===== src/rtl/rtc_elapsed_pkg.sv =====
package rtc_elapsed_pkg;
    // Byte offsets of the register groups
    localparam int CNT_BASE  = 'h00;
    localparam int CMP_BASE  = 'h08;
    localparam int STAT_OFFS = 'h10;
    localparam int EN_OFFS   = 'h12;
    // Byte stride between adjacent 16-bit words
    localparam int WORD_STRIDE = 2;
endpackage


===== src/rtl/rtc_tick_counter.sv =====
module rtc_tick_counter #(
    parameter int CNT_W  = 48,
    parameter int WORD_W = 16,
    localparam int NW    = CNT_W / WORD_W
) (
    input  logic              clk,
    input  logic              rst_n,
    input  logic              tick,
    input  logic [NW-1:0]     word_we,
    input  logic [WORD_W-1:0] wdata,
    output logic [CNT_W-1:0]  count
);
    localparam logic [CNT_W-1:0] ONE = {{(CNT_W-1){1'b0}}, 1'b1};

    typedef struct packed {
        logic [CNT_W-1:0] cnt;
    } cnt_state_t;

    cnt_state_t st_d, st_q;

    always_comb begin
        st_d = st_q;
        if (|word_we) begin
            for (int i = 0; i < NW; i++) begin
                if (word_we[i]) st_d.cnt[i*WORD_W +: WORD_W] = wdata;
            end
        end else if (tick) begin
            st_d.cnt = st_q.cnt + ONE;
        end
    end

    always_ff @(posedge clk or negedge rst_n) begin
        if (!rst_n) st_q <= '0;
        else        st_q <= st_d;
    end

    assign count = st_q.cnt;
endmodule


===== src/rtl/rtc_alarm_compare.sv =====
module rtc_alarm_compare #(
    parameter int CNT_W  = 48,
    parameter int WORD_W = 16,
    localparam int NW    = CNT_W / WORD_W
) (
    input  logic              clk,
    input  logic              rst_n,
    input  logic [NW-1:0]     word_we,
    input  logic [WORD_W-1:0] wdata,
    input  logic [CNT_W-1:0]  count,
    output logic [CNT_W-1:0]  cmp_value,
    output logic              match
);
    typedef struct packed {
        logic [CNT_W-1:0] cmp;
        logic             eq;   // equality seen in the previous cycle
    } cmp_state_t;

    cmp_state_t st_d, st_q;
    logic       eq_now;

    always_comb begin
        eq_now = (count == st_q.cmp);
        match  = eq_now && !st_q.eq;
        st_d    = st_q;
        st_d.eq = eq_now;
        for (int i = 0; i < NW; i++) begin
            if (word_we[i]) st_d.cmp[i*WORD_W +: WORD_W] = wdata;
        end
    end

    // eq resets high: count and compare both reset to zero, which is not an alarm
    always_ff @(posedge clk or negedge rst_n) begin
        if (!rst_n) begin
            st_q.cmp <= '0;
            st_q.eq  <= 1'b1;
        end else begin
            st_q <= st_d;
        end
    end

    assign cmp_value = st_q.cmp;
endmodule


===== src/rtl/rtc_alarm_irq.sv =====
module rtc_alarm_irq (
    input  logic clk,
    input  logic rst_n,
    input  logic match,
    input  logic stat_we,
    input  logic en_we,
    input  logic wbit,
    output logic flag,
    output logic enable,
    output logic irq
);
    typedef struct packed {
        logic flag;
        logic en;
    } irq_state_t;

    irq_state_t st_d, st_q;

    always_comb begin
        st_d = st_q;
        if (match)                st_d.flag = 1'b1;
        else if (stat_we && wbit) st_d.flag = 1'b0;
        if (en_we)                st_d.en   = wbit;
    end

    always_ff @(posedge clk or negedge rst_n) begin
        if (!rst_n) st_q <= '0;
        else        st_q <= st_d;
    end

    assign flag   = st_q.flag;
    assign enable = st_q.en;
    assign irq    = st_q.flag & st_q.en;
endmodule


===== src/rtl/rtc_elapsed_core.sv =====
module rtc_elapsed_core #(
    parameter int CNT_W  = 48,
    parameter int WORD_W = 16,
    parameter int ADDR_W = 5
) (
    input  logic              clk,
    input  logic              rst_n,
    input  logic              tick,
    input  logic              bus_sel,
    input  logic              bus_we,
    input  logic [ADDR_W-1:0] bus_addr,
    input  logic [WORD_W-1:0] bus_wdata,
    output logic [WORD_W-1:0] bus_rdata,
    output logic              alarm_irq
);
    import rtc_elapsed_pkg::*;

    localparam int NW = CNT_W / WORD_W;
    localparam logic [ADDR_W-1:0] STAT_A = ADDR_W'(STAT_OFFS);
    localparam logic [ADDR_W-1:0] EN_A   = ADDR_W'(EN_OFFS);

    logic             wr;
    logic [NW-1:0]    cnt_hit, cmp_hit;
    logic [CNT_W-1:0] cnt_value, cmp_value;
    logic             match, flag, en;

    assign wr = bus_sel && bus_we;

    for (genvar i = 0; i < NW; i++) begin : g_dec
        localparam logic [ADDR_W-1:0] CNT_A = ADDR_W'(CNT_BASE + WORD_STRIDE*i);
        localparam logic [ADDR_W-1:0] CMP_A = ADDR_W'(CMP_BASE + WORD_STRIDE*i);
        assign cnt_hit[i] = (bus_addr == CNT_A);
        assign cmp_hit[i] = (bus_addr == CMP_A);
    end

    rtc_tick_counter #(.CNT_W(CNT_W), .WORD_W(WORD_W)) i_cnt (
        .clk     (clk),
        .rst_n   (rst_n),
        .tick    (tick),
        .word_we (cnt_hit & {NW{wr}}),
        .wdata   (bus_wdata),
        .count   (cnt_value)
    );

    rtc_alarm_compare #(.CNT_W(CNT_W), .WORD_W(WORD_W)) i_cmp (
        .clk       (clk),
        .rst_n     (rst_n),
        .word_we   (cmp_hit & {NW{wr}}),
        .wdata     (bus_wdata),
        .count     (cnt_value),
        .cmp_value (cmp_value),
        .match     (match)
    );

    rtc_alarm_irq i_irq (
        .clk     (clk),
        .rst_n   (rst_n),
        .match   (match),
        .stat_we (wr && (bus_addr == STAT_A)),
        .en_we   (wr && (bus_addr == EN_A)),
        .wbit    (bus_wdata[0]),
        .flag    (flag),
        .enable  (en),
        .irq     (alarm_irq)
    );

    always_comb begin
        bus_rdata = '0;
        for (int i = 0; i < NW; i++) begin
            if (cnt_hit[i]) bus_rdata = cnt_value[i*WORD_W +: WORD_W];
            if (cmp_hit[i]) bus_rdata = cmp_value[i*WORD_W +: WORD_W];
        end
        if (bus_addr == STAT_A) bus_rdata = {{(WORD_W-1){1'b0}}, flag};
        if (bus_addr == EN_A)   bus_rdata = {{(WORD_W-1){1'b0}}, en};
    end
endmodule


===== config.mk =====
export PLATFORM = sky130hd
export DESIGN_NAME = rtc_elapsed_core
export DESIGN_NICKNAME = d
export VERILOG_FILES = /design/src/rtl/rtc_elapsed_pkg.sv /design/src/rtl/rtc_tick_counter.sv /design/src/rtl/rtc_alarm_compare.sv /design/src/rtl/rtc_alarm_irq.sv /design/src/rtl/rtc_elapsed_core.sv
export SDC_FILE = /design/constraint.sdc
export NUM_CORES = 1
export LEC_CHECK = 0
export BUFFER_PORTS_ARGS = -buffer_cell sky130_fd_sc_hd__buf_2
export CAP_MARGIN = 20
export CORE_ASPECT_RATIO = 1.75
export CORE_MARGIN = 5
export CORE_UTILIZATION = 55
export DETAILED_ROUTE_END_ITERATION = 12
export GPL_ROUTABILITY_DRIVEN = 0
export PLACE_DENSITY_LB_ADDON = 0.08
export SETUP_SLACK_MARGIN = 0.02
export SLEW_MARGIN = 20
export SYNTH_ARGS = -nofsm -noshare
export SYNTH_HDL_FRONTEND = slang
export SYNTH_SLANG_ARGS = --single-unit

===== constraint.sdc =====
create_clock -name clk -period 4.7 [get_ports clk]
set_clock_uncertainty 0.1 [all_clocks]
set_input_delay 0.94 -clock clk [delete_from_list [all_inputs] [get_ports clk]]
set_output_delay 0.94 -clock clk [all_outputs]
set_load 0.05 [all_outputs]

==> results.txt <==
----------------------------------------------------
[Synth]
  Post-Synthesis Net Count ... slightly above 700
  #FFs+latches synth ... 99
  Simple-Gate Fraction of Synth Area ... 17.0%
  Share of the yosys chip area belonging to registers ... 37.9%
  Post-synthesis async set-or-reset flop share ... between 90% and 100%
  Area share of the largest cell type after synthesis ... a little under two fifths
  Post-Synthesis Mean Instance Area ... roughly 9.5 sq um
  XOR/XNOR share of the synthesized area ... approximately 6.4%
  Count leader, synth ... dfrtp_1
  Synth area leaders ... dfrtp_1 37%, mux2_2 8.6%, xor2_1 6.4%, mux2i_1 5.7%, clkbuf_1 2.8%
  Combinational family with the most area after synthesis ... compound AO/OA/AOI/OAI gates
  Area fraction in compound gates after synthesis ... a little under a fifth
  Yosys warning total ... 0
  Primary flip-flop cell chosen by synthesis mapping ... dfrtp_1
  Count of flip-flops with a built-in enable after synthesis ... 0
  Multiplexer share of the synthesized area ... 14.6%
  Cell type with the largest total area after synthesis ... dfrtp_1
  Post-synth design cell area ... 0.00654 sq mm
  Unique cell type count in the Yosys netlist ... 58
  Adder-cell share of the synthesized area ... 0.191%
  Post-Synthesis Cells ... 692
  Top cell types by occurrence after synthesis ... 98 x dfrtp_1, 50 x mux2_2, 49 x clkbuf_1

[Min path]
  Hold Path Stages ... 1
  Worst hold path startpoint ... i_irq.enable
  Hold Path Class ... reg -> reg
  WHS Endpoint ... i_irq.enable

[Pwr]
  Proportion of power drawn by the clock network ... 27.8%
  Peak ir drop on the vdd network ... 0.000215 V
  Fraction of power consumed by sequential logic ... between 40% and 50%
  Net switching share of the total power ... 36.9%
  Combinational power share ... 24.0%
  Leakage power figure ... 0.00307 uW
  NetSw ... 979 uW
  Internal power contribution ... between 1500 and 2000 uW
  Cell Pwr Density ... roughly 370 mW/mm^2

[Worst setup path]
  Worst setup path category ... in -> out
  Top delay family on crit path ... simple AND/OR/NAND/NOR gates
  R2R Path End ... i_cnt.count[46]
  Worst Path Buf+Inv ... 2
  Worst reg2reg path startpoint ... i_cnt.count[0]
  CP max stage delay ... approximately 880 ps
  Arr. time, crit path ... 2720 ps
  Setup slack on the worst flop-to-flop path ... 1630 ps
  Most numerous cell on the critical path ... buf_2
  Chain of cells forming the critical path ... buf_2 -> or4_1 -> o22ai_1 -> a221o_1 -> buf_2
  Required time of the critical path ... 3660 ps
  Startpoint type of the worst setup path ... input port
  CP max stage cell ... or4_1
  Highest fanout seen on the critical path ... 17
  Nature of the critical path endpoint ... output pin
  R2r worst-path depth ... 6

[Clock tree]
  Number of buffers added by the clock tree synthesis step ... 9
  Root cell of the clock tree ... clkbuf_16
  Maximum level of the CTS H-tree ... 3
  Post-CTS Repair Setup Buffers ... 0
  Number of resized instances in the post-cts repair step ... 0
  Clock-pin slew of the registers on the worst-case setup and hold paths ... 60 ps
  TritonCTS clock tree ... built
  Maximum buffer depth of the clock tree ... 2
  Hold-fix buffer count after cts ... 0
  Clock sink count ... 99
  Insertion delay of the later-clocked pin in the worst-skew pair ... 350 ps

[Routing]
  Avg Vias per Cell ... 7.29
  Detailed Route WL ... 23000 microns
  Iteration-0 DRC count of the detailed router ... 761
  Number of remaining DRC errors ... 0
  Avg WL per Cell ... 27.4 microns
  First drt pass iteration count ... 8
  Vias after detailed routing ... 6101
  Remaining antenna violation count ... 0

[Floorplanning]
  I/O pin cnt ... 43
  Area of the die ... 0.0143 sq mm
  Starting density of the core ... 56.2%
  Rows ... 52
  Total core area ... 0.0116 sq mm
  Floorplan die width ... 92.5 microns
  Vertical extent of the die ... 154 microns

[Layout]
  Antenna cells ... 0
  Fraction of final layout cells with drive strength greater than 1 ... 18.9%
  Fillcell total ... 1019
  Synth-to-layout area growth ... 8.30%
  Final Core Density ... 60.9%
  Post-Layout Inst Area ... 0.00709 sq mm
  Final instance count without filler cells ... 837
  Final nets ... 724

[STA]
  Final worst path period share ... 80.0%
  Worst rel slew slack ... 27.2%
  Number of max-slew violations in the final report ... 0
  Actual transition at the worst max-transition pin ... 1080 ps
  Final hold vios ... 0
  Finish-stage setup viols ... 0
  Max Freq ... around 270 MHz
  Min Clock Period, post-route ... around 3800 ps
  Setup WS post-layout ... 939 ps
  Setup repair after global routing missed its margin ... no
  Accumulated negative setup slack ... 0 ps

[GRT]
  Pin count of the biggest net entering global routing ... 77
  Global-route wire length before repair ... 35300 microns
  Via count of the first global-routing pass ... ~6000
  Initial antenna violation count ... 0
  Global router's overall resource usage ... about a third
  Gr ovfl total ... 0

[Place]
  Number of port buffers ... 42
  Placed Instances ... 821
  Placed wire-length estimate after detailed placement ... roughly 17000 microns
  Total placed instance area ... 0.00680 sq mm
  Worst setup slack before clock tree synthesis ... between 900 and 1000 ps

[Status]
  Outcome ... finished, final reports clean

[Job]
  Count of maximum capacitance violations ... 0

----------------------------------------------------
-- power groups by stage --
| stage | Combinational [uW] | Clock [uW] | Sequential [uW] |
|---|---|---|---|
| 5_1_grt | 687 | 775 | 1290 |
| 2_1_floorplan | 512 | 0 | 1130 |
| 3_3_place_gp | 609 | 0 | 1280 |
| 4_1_cts | 625 | 744 | 1270 |
| 6_report | 636 | 739 | 1280 |
| 3_5_place_dp | 619 | 0 | 1280 |
-- state kept, by name, summed over array words and instances (netlist names) --
| name | count |
|---|---|
| i_cnt.count | 48 |
| i_irq.flag | 1 |
| i_cmp.st_q | 1 |
| i_irq.enable | 1 |
| i_cmp.cmp_value | 48 |
-- layout by cell type, fill, tap and decap left out, types with 10 or more instances in the layout --
cell	instances
a21oi_1	33
a221o_1	15
a31oi_1	13
and3_1	15
buf_2	41
buf_4	16
dfrtp_1	98
inv_1	10
mux2_2	50
mux2i_1	37
nand2_1	30
nand3_1	27
nand4_1	24
nor2_1	40
nor3_1	11
nor4_1	28
o21ai_0	14
o22a_1	19
o22ai_1	22
xor2_1	48
-- per-stage QoR --
stage          hold WS [ps]  total power, uW
2_1_floorplan           370             1640
3_3_place_gp            422             1890
3_5_place_dp            420             1900
4_1_cts                 437             2640
5_1_grt                 462             2750
6_report                430             2660
-- layer usage --
metal	global-route usage, %	vias up	wire length (microns)
met2	52.6	378	10800
met4	24.2	0	2070
li1	-	2656	-
met5	0	-	0
met1	38.2	2954	8270
met3	5.49	113	1810
-- worst max-delay path by stage --
stage	from	end	slack, ps	depth (start not counted)
floorplan	bus_addr[3]	bus_rdata[0]	780	5
global placement	bus_addr[1]	bus_rdata[12]	1020	5
detailed placement	bus_addr[1]	bus_rdata[15]	970	5
CTS	bus_addr[1]	bus_rdata[10]	970	5
global route	bus_addr[3]	bus_rdata[9]	870	6
finish	bus_addr[1]	bus_rdata[10]	940	5
-- layout make-up --
type	count	area, sq um	share of cell area [%]
clock buffers	11	233	3.28
multi-input cells	518	3760	53.0
well taps	135	169	2.38
flip-flops and latches	99	2480	35.0
inverters	10	37.5	0.530
repair buffers	59	357	5.03
clock inverters	5	55.1	0.777
-- worst reg2reg max path, delay by kind of cell, from the launching register on --
family / cells / cell delay [ps]
muxes: 1 / 410
adders and majority gates: 1 / 270
DFF: 1 / 560
and+or+nand+nor: 3 / 1420
AOI/OAI and AO/OA: 1 / 220
-- cell families after synthesis --
logic type | count (synthesis)
simple gates | 209
compound gates | 172
flops | 99
mux | 88
buf+inv | 75
xor+xnor | 48
fa+ha+maj | 1
(Power assumes the default switching activity.)
